===== src/rtl/fm_eng_pkg.sv =====
package fm_eng_pkg;

    typedef enum logic [2:0] {
        SL_CTRL  = 3'd0,
        SL_STAT  = 3'd1,
        SL_DIN   = 3'd2,
        SL_DOUT  = 3'd3,
        SL_CLKB  = 3'd4,
        SL_DATB  = 3'd5,
        SL_RDB   = 3'd6,
        SL_SPARE = 3'd7
    } slot_e;

    localparam int C_GATHER = 0;
    localparam int C_FINISH = 1;
    localparam int C_READ   = 2;
    localparam int C_IDLE   = 3;

    localparam logic [3:0]  CTRL_RESET = 4'b1000;
    localparam logic [15:0] CRC_POLY   = 16'h1021;
    localparam logic [15:0] CRC_INIT   = 16'hFFFF;

    typedef struct packed {
        logic [7:0] clk_b;
        logic [7:0] dat_b;
    } pair_t;

    // which byte the shifter currently holds
    typedef enum logic [1:0] {AP_NONE, AP_HI, AP_LO} app_e;

    function automatic logic [15:0] crc_step(input logic [15:0] c, input logic [7:0] d);
        logic [15:0] r;
        logic        fb;
        r = c;
        for (int i = 7; i >= 0; i--) begin
            fb = r[15] ^ d[i];
            r  = {r[14:0], 1'b0};
            if (fb) r = r ^ CRC_POLY;
        end
        return r;
    endfunction

    // clock bit above data bit, cell 7 at the top
    function automatic logic [15:0] weave(input pair_t p);
        logic [15:0] w;
        for (int i = 0; i < 8; i++) begin
            w[2*i+1] = p.clk_b[i];
            w[2*i]   = p.dat_b[i];
        end
        return w;
    endfunction

endpackage


===== src/rtl/fm_reg_window.sv =====
module fm_reg_window
    import fm_eng_pkg::*;
(
    input  logic       clk,
    input  logic       rst,
    input  logic       we,
    input  logic [2:0] addr,
    input  logic [7:0] wdata,
    input  logic [7:0] drive_in,
    input  logic [1:0] status,
    input  logic       fin_done,
    output logic [3:0] ctrl,
    output logic [7:0] drive_out,
    output pair_t      host,
    output logic [7:0] rdata
);
    always_ff @(posedge clk) begin
        if (rst) begin
            ctrl       <= CTRL_RESET;
            drive_out  <= 8'h00;
            host.clk_b <= 8'hFF;
            host.dat_b <= 8'h00;
        end else begin
            if (fin_done) ctrl[C_FINISH] <= 1'b0;
            if (we) begin
                case (slot_e'(addr))
                    SL_CTRL: ctrl       <= wdata[3:0];
                    SL_DOUT: drive_out  <= wdata;
                    SL_CLKB: host.clk_b <= wdata;
                    SL_DATB: host.dat_b <= wdata;
                    default: ;
                endcase
            end
        end
    end

    always_comb begin
        case (slot_e'(addr))
            SL_CTRL:  rdata = {4'h0, ctrl};
            SL_STAT:  rdata = {6'h00, status};
            SL_DIN:   rdata = drive_in;
            SL_DOUT:  rdata = drive_out;
            SL_CLKB:  rdata = host.clk_b;
            SL_DATB:  rdata = host.dat_b;
            SL_RDB:   rdata = 8'h00;
            default:  rdata = 8'hFF;
        endcase
    end
endmodule


===== src/rtl/fm_crc16.sv =====
module fm_crc16
    import fm_eng_pkg::*;
(
    input  logic        clk,
    input  logic        rst,
    input  logic        gather,
    input  logic [7:0]  din,
    input  logic        preset,
    output logic [15:0] crc
);
    always_ff @(posedge clk) begin
        if (rst || preset) crc <= CRC_INIT;
        else if (gather)   crc <= crc_step(crc, din);
    end
endmodule


===== src/rtl/fm_cell_shifter.sv =====
module fm_cell_shifter
    import fm_eng_pkg::*;
#(
    parameter int HALF_CYC  = 8,
    parameter int PULSE_CYC = 2
)(
    input  logic        clk,
    input  logic        rst,
    input  logic        active,
    input  logic        fin_req,
    input  pair_t       host,
    input  logic [15:0] crc,
    output logic        pulse_out,
    output logic        byte_req,
    output logic        host_load,
    output logic        fin_done,
    output logic        streaming,
    output logic        appending
);
    localparam int CW = (HALF_CYC > 2) ? $clog2(HALF_CYC) : 1;
    localparam logic [CW-1:0] LAST_CYC = CW'(HALF_CYC - 1);
    localparam logic [CW-1:0] PW       = CW'(PULSE_CYC);

    logic          run;
    logic [CW-1:0] cyc;
    logic [3:0]    half;
    logic [15:0]   shreg;
    logic [7:0]    crc_lo_q;
    app_e          app_st;

    logic        end_half, end_byte, load, start_app;
    logic [15:0] next_word;

    assign end_half  = (cyc == LAST_CYC);
    assign end_byte  = end_half && (half == 4'd15);
    assign load      = active && (!run || end_byte);
    assign fin_done  = load && (app_st == AP_HI);
    assign start_app = load && (app_st != AP_HI) && fin_req;
    assign host_load = load && !fin_done && !start_app;

    always_comb begin
        if (app_st == AP_HI)  next_word = weave('{clk_b: 8'hFF, dat_b: crc_lo_q});
        else if (fin_req)     next_word = weave('{clk_b: 8'hFF, dat_b: crc[15:8]});
        else                  next_word = weave(host);
    end

    always_ff @(posedge clk) begin
        if (rst) begin
            run      <= 1'b0;
            cyc      <= '0;
            half     <= 4'd0;
            shreg    <= 16'h0000;
            crc_lo_q <= 8'h00;
            app_st   <= AP_NONE;
            byte_req <= 1'b0;
        end else begin
            byte_req <= 1'b0;
            if (!active) begin
                run    <= 1'b0;
                cyc    <= '0;
                half   <= 4'd0;
                app_st <= AP_NONE;
            end else if (load) begin
                run      <= 1'b1;
                cyc      <= '0;
                half     <= 4'd0;
                shreg    <= next_word;
                byte_req <= host_load;
                if (start_app) begin
                    crc_lo_q <= crc[7:0];
                    app_st   <= AP_HI;
                end else if (fin_done) begin
                    app_st   <= AP_LO;
                end else begin
                    app_st   <= AP_NONE;
                end
            end else if (end_half) begin
                cyc   <= '0;
                half  <= half + 4'd1;
                shreg <= {shreg[14:0], 1'b0};
            end else begin
                cyc <= cyc + 1'b1;
            end
        end
    end

    assign pulse_out = run && active && shreg[15] && (cyc < PW);
    assign streaming = run && active;
    assign appending = (app_st != AP_NONE);
endmodule


===== src/rtl/fm_bit_engine.sv =====
module fm_bit_engine
    import fm_eng_pkg::*;
#(
    parameter int HALF_CYC  = 8,
    parameter int PULSE_CYC = 2
)(
    input  logic       clk,
    input  logic       rst,
    input  logic       reg_we,
    input  logic [2:0] reg_addr,
    input  logic [7:0] reg_wdata,
    output logic [7:0] reg_rdata,
    input  logic [7:0] drive_in,
    output logic [7:0] drive_out,
    output logic       pulse_out,
    output logic       byte_req
);
    logic [3:0]  ctrl_q;
    pair_t       host;
    logic [15:0] crc;
    logic        host_load, fin_done, streaming, appending, active;

    assign active = !ctrl_q[C_IDLE] && !ctrl_q[C_READ];

    fm_reg_window u_regs (
        .clk      (clk),
        .rst      (rst),
        .we       (reg_we),
        .addr     (reg_addr),
        .wdata    (reg_wdata),
        .drive_in (drive_in),
        .status   ({appending, streaming}),
        .fin_done (fin_done),
        .ctrl     (ctrl_q),
        .drive_out(drive_out),
        .host     (host),
        .rdata    (reg_rdata)
    );

    fm_crc16 u_crc (
        .clk   (clk),
        .rst   (rst),
        .gather(host_load && ctrl_q[C_GATHER]),
        .din   (host.dat_b),
        .preset(fin_done),
        .crc   (crc)
    );

    fm_cell_shifter #(
        .HALF_CYC (HALF_CYC),
        .PULSE_CYC(PULSE_CYC)
    ) u_shift (
        .clk      (clk),
        .rst      (rst),
        .active   (active),
        .fin_req  (ctrl_q[C_FINISH]),
        .host     (host),
        .crc      (crc),
        .pulse_out(pulse_out),
        .byte_req (byte_req),
        .host_load(host_load),
        .fin_done (fin_done),
        .streaming(streaming),
        .appending(appending)
    );
endmodule


===== config.mk =====
export PLATFORM = sky130hd
export DESIGN_NAME = fm_bit_engine
export DESIGN_NICKNAME = d
export VERILOG_FILES = /design/src/rtl/fm_eng_pkg.sv /design/src/rtl/fm_reg_window.sv /design/src/rtl/fm_crc16.sv /design/src/rtl/fm_cell_shifter.sv /design/src/rtl/fm_bit_engine.sv
export SDC_FILE = /design/constraint.sdc
export NUM_CORES = 1
export LEC_CHECK = 0
export ABC_AREA = 1
export BUFFER_PORTS_ARGS = -buffer_cell sky130_fd_sc_hd__buf_2
export CAP_MARGIN = 20
export CORE_MARGIN = 1
export CORE_UTILIZATION = 50
export CTS_CLUSTER_DIAMETER = 30
export CTS_CLUSTER_SIZE = 25
export DETAILED_ROUTE_END_ITERATION = 10
export PLACE_DENSITY = 0.69
export REMOVE_ABC_BUFFERS = 1
export SYNTH_ARGS = -nofsm -noshare
export SYNTH_HDL_FRONTEND = slang
export SYNTH_SLANG_ARGS = --single-unit

===== constraint.sdc =====
create_clock -name clk -period 2.61 [get_ports clk]
set_clock_uncertainty 0.2 [all_clocks]
set_input_delay 0 -clock clk [delete_from_list [all_inputs] [get_ports clk]]
set_output_delay 0 -clock clk [all_outputs]
set_load 0.02 [all_outputs]

**Word level (Yosys, flattened, before mapping)**

Cells that the tools add are included.

- Bits in writable memories: 0
- Input bits: 22
- Memory bits (read-only): 0
- Output and inout port bits: 18
- Word-level logic and storage cells: 108
- Latch bits: 0
- Memories: 0
- Register bits: 79

- Magnitude comparators: 1
- Bitwise gates (word level): 18
- Equal/unequal tests: 10
- Reductions and logical operators: 32
- Mux-type cells: 32
- $add $sub $neg: 2
- Multiply operators: 0
- Divide/modulo/power cells: 0
- Shift-type cells: 0

Operators with widths:

| cell | count |
|---|---|
| 16-bit two-way mux | 18 |
| 13-bit two-way mux | 8 |
| 8-bit case mux with 7 select lines | 1 |
| 3-bit NOT | 8 |
| 3-bit equality test (second input constant) | 4 |
| 1-bit logical AND | 12 |
| 2-bit AND reduction | 5 |
| 2-bit two-way mux | 4 |
| 1-bit bitwise XOR | 8 |
| 3-bit by 2-bit equality test with 1-bit output (second input constant) | 2 |
| 3-bit OR reduction | 2 |
| 1-bit zero test | 5 |
| 4-bit by 1-bit adder with 4-bit output (second input constant) | 1 |
| 4-bit equality test (second input constant) | 1 |
| 2-bit nonzero test | 2 |
| 4-bit OR reduction | 1 |
| 3-bit by 1-bit adder with 3-bit output (second input constant) | 1 |
| 3-bit by 1-bit equality test with 1-bit output (second input constant) | 1 |
| 3-bit zero test | 1 |
| 3-bit by 2-bit less-than comparator with 1-bit output (second input constant) | 1 |
| 3-bit AND reduction | 1 |
| 2-bit by 1-bit equality test with 1-bit output (second input constant) | 1 |
| 1-bit logical OR | 2 |
| 2-bit by 1-bit inequality test with 1-bit output (second input constant) | 1 |
| other kinds (3) | 4 |

**Longest topological paths before layout**

- Depth in word-level cells: 37
- Gate-level depth with buffers: 11

**Hierarchy**

A second synthesis with hierarchy kept.

- Cells, all modules: 679
- Area total of the unflattened synthesis: 4304.1 um^2

Modules (own cells, without submodules):

| module | area an instance (um^2) | cells an instance | instances |
|---|---|---|---|
| fm_cell_shifter | 1808.0 | 269 | 1 |
| fm_reg_window | 1498.9 | 245 | 1 |
| fm_crc16 | 985.9 | 162 | 1 |
| fm_bit_engine | 11.3 | 3 | 1 |

**Worst setup path after synthesis**

Ideal clock, no wire load.

- Kind: reg2reg
- Start: register u_shift.cyc[0]
- End: register u_crc.crc[10]
- Setup time: 122 ps
- Slack: 695 ps
- Arrival: 1593 ps
- Cell stages (with the launch flop): 12
- Cell sequence: dfxtp_1 -> ha_1 -> ha_1 -> nand2_2 -> nor2_1 -> nor2_2 -> nor2_4 -> nand2_1 -> nand2_1 -> inv_2 -> buf_2 -> nand3_1

- Word-level cells in the longest chain between the ends: 9
- Elaborated cells between the ends (all ways): 13
- Those cells by class: 1 x eq/ne; 12 x reduce/logical

Ends and longest elaborated chain:

| what | RTL line | text |
|---|---|---|
| from (decl) | fm_cell_shifter.sv:25 | `logic [CW-1:0] cyc;` |
| from (signal assigned) | fm_cell_shifter.sv:82 | `cyc <= cyc + 1'b1;` |
| 3-bit equality test (*) | fm_cell_shifter.sv:34 | `assign end_half = (cyc == LAST_CYC);` |
| 1-bit logical AND (*) | fm_cell_shifter.sv:35 | `assign end_byte = end_half && (half == 4'd15);` |
| 1-bit logical OR (*) | fm_cell_shifter.sv:36 | `assign load = active && (!run \|\| end_byte);` |
| 1-bit logical AND (*) | fm_cell_shifter.sv:36 |  |
| 1-bit logical AND (on tied branches) | fm_cell_shifter.sv:37, fm_cell_shifter.sv:38 |  |
| 1-bit zero test / 1-bit logical AND (equally long branches) | fm_cell_shifter.sv:39, fm_cell_shifter.sv:38 |  |
| 1-bit logical AND / 1-bit zero test (equally long branches) | fm_cell_shifter.sv:39 | `assign host_load = load && !fin_done && !start_app;` |
| 1-bit logical AND | fm_cell_shifter.sv:39 |  |
| 1-bit logical AND | fm_bit_engine.sv:43 | `.gather(host_load && ctrl_q[C_GATHER]),` |
| to (signal assigned) | fm_crc16.sv:13 | `else if (gather) crc <= crc_step(crc, din);` |
| to (decl) | fm_crc16.sv:9 | `output logic [15:0] crc` |

Every way passes the cells marked *; elsewhere a longest branch is shown, timed or not.
A chain may end at the register's enable or synchronous reset.

**Worst setup path in the final report**

- Start: input port reg_we
- End: register u_regs.host[11] (netlist name)

- Word-level cells in the longest chain between the ends: 1

Ends and longest elaborated chain:

| what | RTL line | text |
|---|---|---|
| from (decl) | fm_bit_engine.sv:9 | `input logic reg_we,` |
| 2-bit AND reduction (no line) | -- |  |

No other way between the ends.

==> results.sh <==
export IMPL_worstSkewPairLatency_ps=370
export IMPL_hold_viol_final=0
export IMPL_wl_met2_um=4870
export IMPL_holdPathStages=6
export IMPL_layout_commonest_cell="nand2_1"
export IMPL_cts_clk_slew_worst_paths_ps=90
export IMPL_post_cts_repair_setup_buffers=0
export IMPL_clock_path_buffers=2
export IMPL_p_leak_nw=2.17
export IMPL_tightest_slew_ps=876
export IMPL_cp_required_ps=2710
export IMPL_synthCells=606
export IMPL_root_buffer="clkbuf_8"
export IMPL_fin_crit_ps=2400
export IMPL_cp_start_kind="primary input"
export IMPL_crit_path_end_kind="register"
export IMPL_setup_tns_ps=0
export IMPL_core_um2=7770
export IMPL_finalSetupViolCount=0
export IMPL_ys_types=34
export IMPL_rr_startpoint="u_shift.cyc[0]"
export IMPL_r2r_end="u_crc.crc[14]"
export IMPL_syn_cell_area_um2=4030
export IMPL_cts_tree="done"
export IMPL_fmax_mhz=417
export IMPL_grt_usage_pct=27.0
export IMPL_min_period_over_period_pct=91.9
export IMPL_io_pin_count=40
export IMPL_relSlewSlack_pct=41.2
export IMPL_grt_ovfl_total=0
export IMPL_yosys_warnings=0
export IMPL_worstPathMaxFanout=9
export IMPL_cts_inserted_buffers=9
export IMPL_whs_ps=17.7
export IMPL_antenna_left=0
export IMPL_gp_congestion=0.903
export IMPL_powerDensity_nw_per_um2=536
export IMPL_met1Wirelength_um=5160
export IMPL_ys_seq_area_share_pct=39.2
export IMPL_drc_errors=0
export IMPL_grt_max_degree=24
export IMPL_num_antenna_cells=0
export IMPL_min_path_type="primary input to register"
export IMPL_dr_first_iter_drc_count=265
export IMPL_r2r_setup_slack_ps=240
export IMPL_drt_total_wl_um=10600
export IMPL_max_cap_viol_count=0
export IMPL_holdBufCountCts=13
export IMPL_ctsHtreeMaxLevel=3
export IMPL_cts_resized_gates=0
export IMPL_detail_route_vias_per_cell=5.26
export IMPL_start_util_pct=51.9
export IMPL_wl_per_cell_um=13.9
export IMPL_area_growth_synth_to_final_pct=13.9
export IMPL_die_x_um=91.8
export IMPL_vias=3995
export IMPL_drive_gt1_share_pct=11.4
export IMPL_hp_start="reg_addr[2]"
export IMPL_hold_end="u_regs.ctrl[2]"
export IMPL_port_buffers=39
export IMPL_grt_pass1_vias=3728
export IMPL_syn_area_per_cell_um2=6.66
export IMPL_numClockSinks=79
export IMPL_antenna_found_initial=0
export IMPL_top_layer_used="met4"
export IMPL_dieArea_um2=8430
export IMPL_cp_arrival_ps=2500
export IMPL_status="finished clean"
export IMPL_die_y_um=91.8
export IMPL_ys_ff_latch=79
export IMPL_rsz0062_at_grt="false"
export IMPL_grt_pass1_wl_um=17800
export IMPL_fp_row_count=32
export IMPL_first_pass_iters=5
export IMPL_critical_path_class="primary input to register"
export IMPL_ir_drop_uv=286
export IMPL_hpwlAfterDp_um=7720
export IMPL_finalNetCount=677
export IMPL_routed_wl_met3_um=330
export IMPL_drv_slew=0
export IMPL_rr_worst_depth=8
export IMPL_final_cell_mix="179 x nand2_1, 79 x dfxtp_1, 75 x inv_1"
==> sequential cells by signal (all words and copies together), names as in the netlist <==
register          flops
u_shift.cyc           3
u_shift.app_st        2
u_shift.run           1
u_regs.host          16
u_regs.ctrl           4
u_crc.crc            16
u_shift.crc_lo_q      8
u_regs.drive_out      8
u_shift.byte_req      1
u_shift.half          4
u_shift.shreg        16
==> through the flow <==
stage          std cells  setup WS (ps)  area, µm²  total power (W)  utilization (%)
2_1_floorplan        584            389       3910          0.00143                -
3_3_place_gp         730            331       4270          0.00152             54.9
3_5_place_dp         730            295       4270          0.00153             54.9
4_1_cts              759            269       4590          0.00247             59.1
5_1_grt              759           19.3       4590          0.00256             59.1
6_report             759            211       4590          0.00246             59.1
==> where the power goes <==
group | internal [W] | leakage [nW] | total, W | switching, W
Clock | 0.000448 | 0.0891 | 0.000945 | 0.000498
Combinational | 0.0000924 | 1.44 | 0.000269 | 0.000176
Sequential | 0.00123 | 0.640 | 0.00125 | 0.0000168
Total | 0.00177 | 2.17 | 0.00246 | 0.000691
==> kinds of logic (layout without fill, tap and decap cells) <==
group                    count (synthesis)  after routing  share of synthesized area (%)
AO/OA/AOI/OAI                          106            106                           14.8
XOR/XNOR                                 8              8                           1.74
adder cells (fa/ha/maj)                  3              3                          0.931
buffers and inverters                  101            152                           10.5
flip-flops                              79             79                           39.2
AND/OR/NAND/NOR                        309            309                           32.8
==> critical path, stage by stage <==
cell	delay (ps)
dlygate4sd3_1	530
buf_2	210
inv_1	70
nor2_1	360
nand2_1	110
dlygate4sd3_1	580
o211ai_1	80
dlygate4sd3_1	560
==> worst max path at each step <==
| stage | start | endpoint | depth (start not counted) | slack (ps) |
|---|---|---|---|---|
| floorplan | u_regs.ctrl[2] | u_shift.shreg[10] | 6 | 390 |
| global placement | u_shift.cyc[0] | u_crc.crc[14] | 8 | 330 |
| detailed placement | u_shift.cyc[0] | u_crc.crc[14] | 8 | 300 |
| CTS | u_shift.cyc[0] | u_crc.crc[14] | 8 | 270 |
| global route | u_shift.cyc[0] | u_crc.crc[14] | 8 | 20 |
| finish | reg_we | u_regs.host[11] | 8 | 210 |
==> cell usage after synthesis, drive strengths merged <==
cell | instances | share of area [%]
a211oi | 1 | 0.31
a21oi | 44 | 5.6
a221oi | 1 | 0.22
buf | 15 | 2.5
clkbuf | 7 | 0.65
clkinv | 1 | 0.093
dfxtp | 79 | 39
ha | 3 | 0.93
inv | 78 | 7.3
nand2 | 181 | 17
nand3 | 61 | 8.0
nand4 | 9 | 1.4
nor2 | 55 | 5.9
nor3 | 2 | 0.25
nor4 | 1 | 0.16
o2111ai | 2 | 0.43
o211ai | 9 | 1.7
o21ai | 44 | 5.8
o22ai | 5 | 0.78
xnor2 | 3 | 0.65
xor2 | 5 | 1.1
==> layer usage <==
metal	vias up	GRT usage [%]
li1	2040	-
met1	1849	35.9
met2	88	44.2
met3	18	3.40
met4	0	11.2
met5	-	0
==> area by class of cell <==
cell class                 count  area [µm²]
inverter                      79         297
multi-input combinational    426        2030
clock buffer                  10         128
tap                          102         128
sequential                    79        1580
clock inverter                 6        70.1
fill                         755        3170
timing repair buffer          57         363
Note: power is estimated with default switching activity, not from simulation.
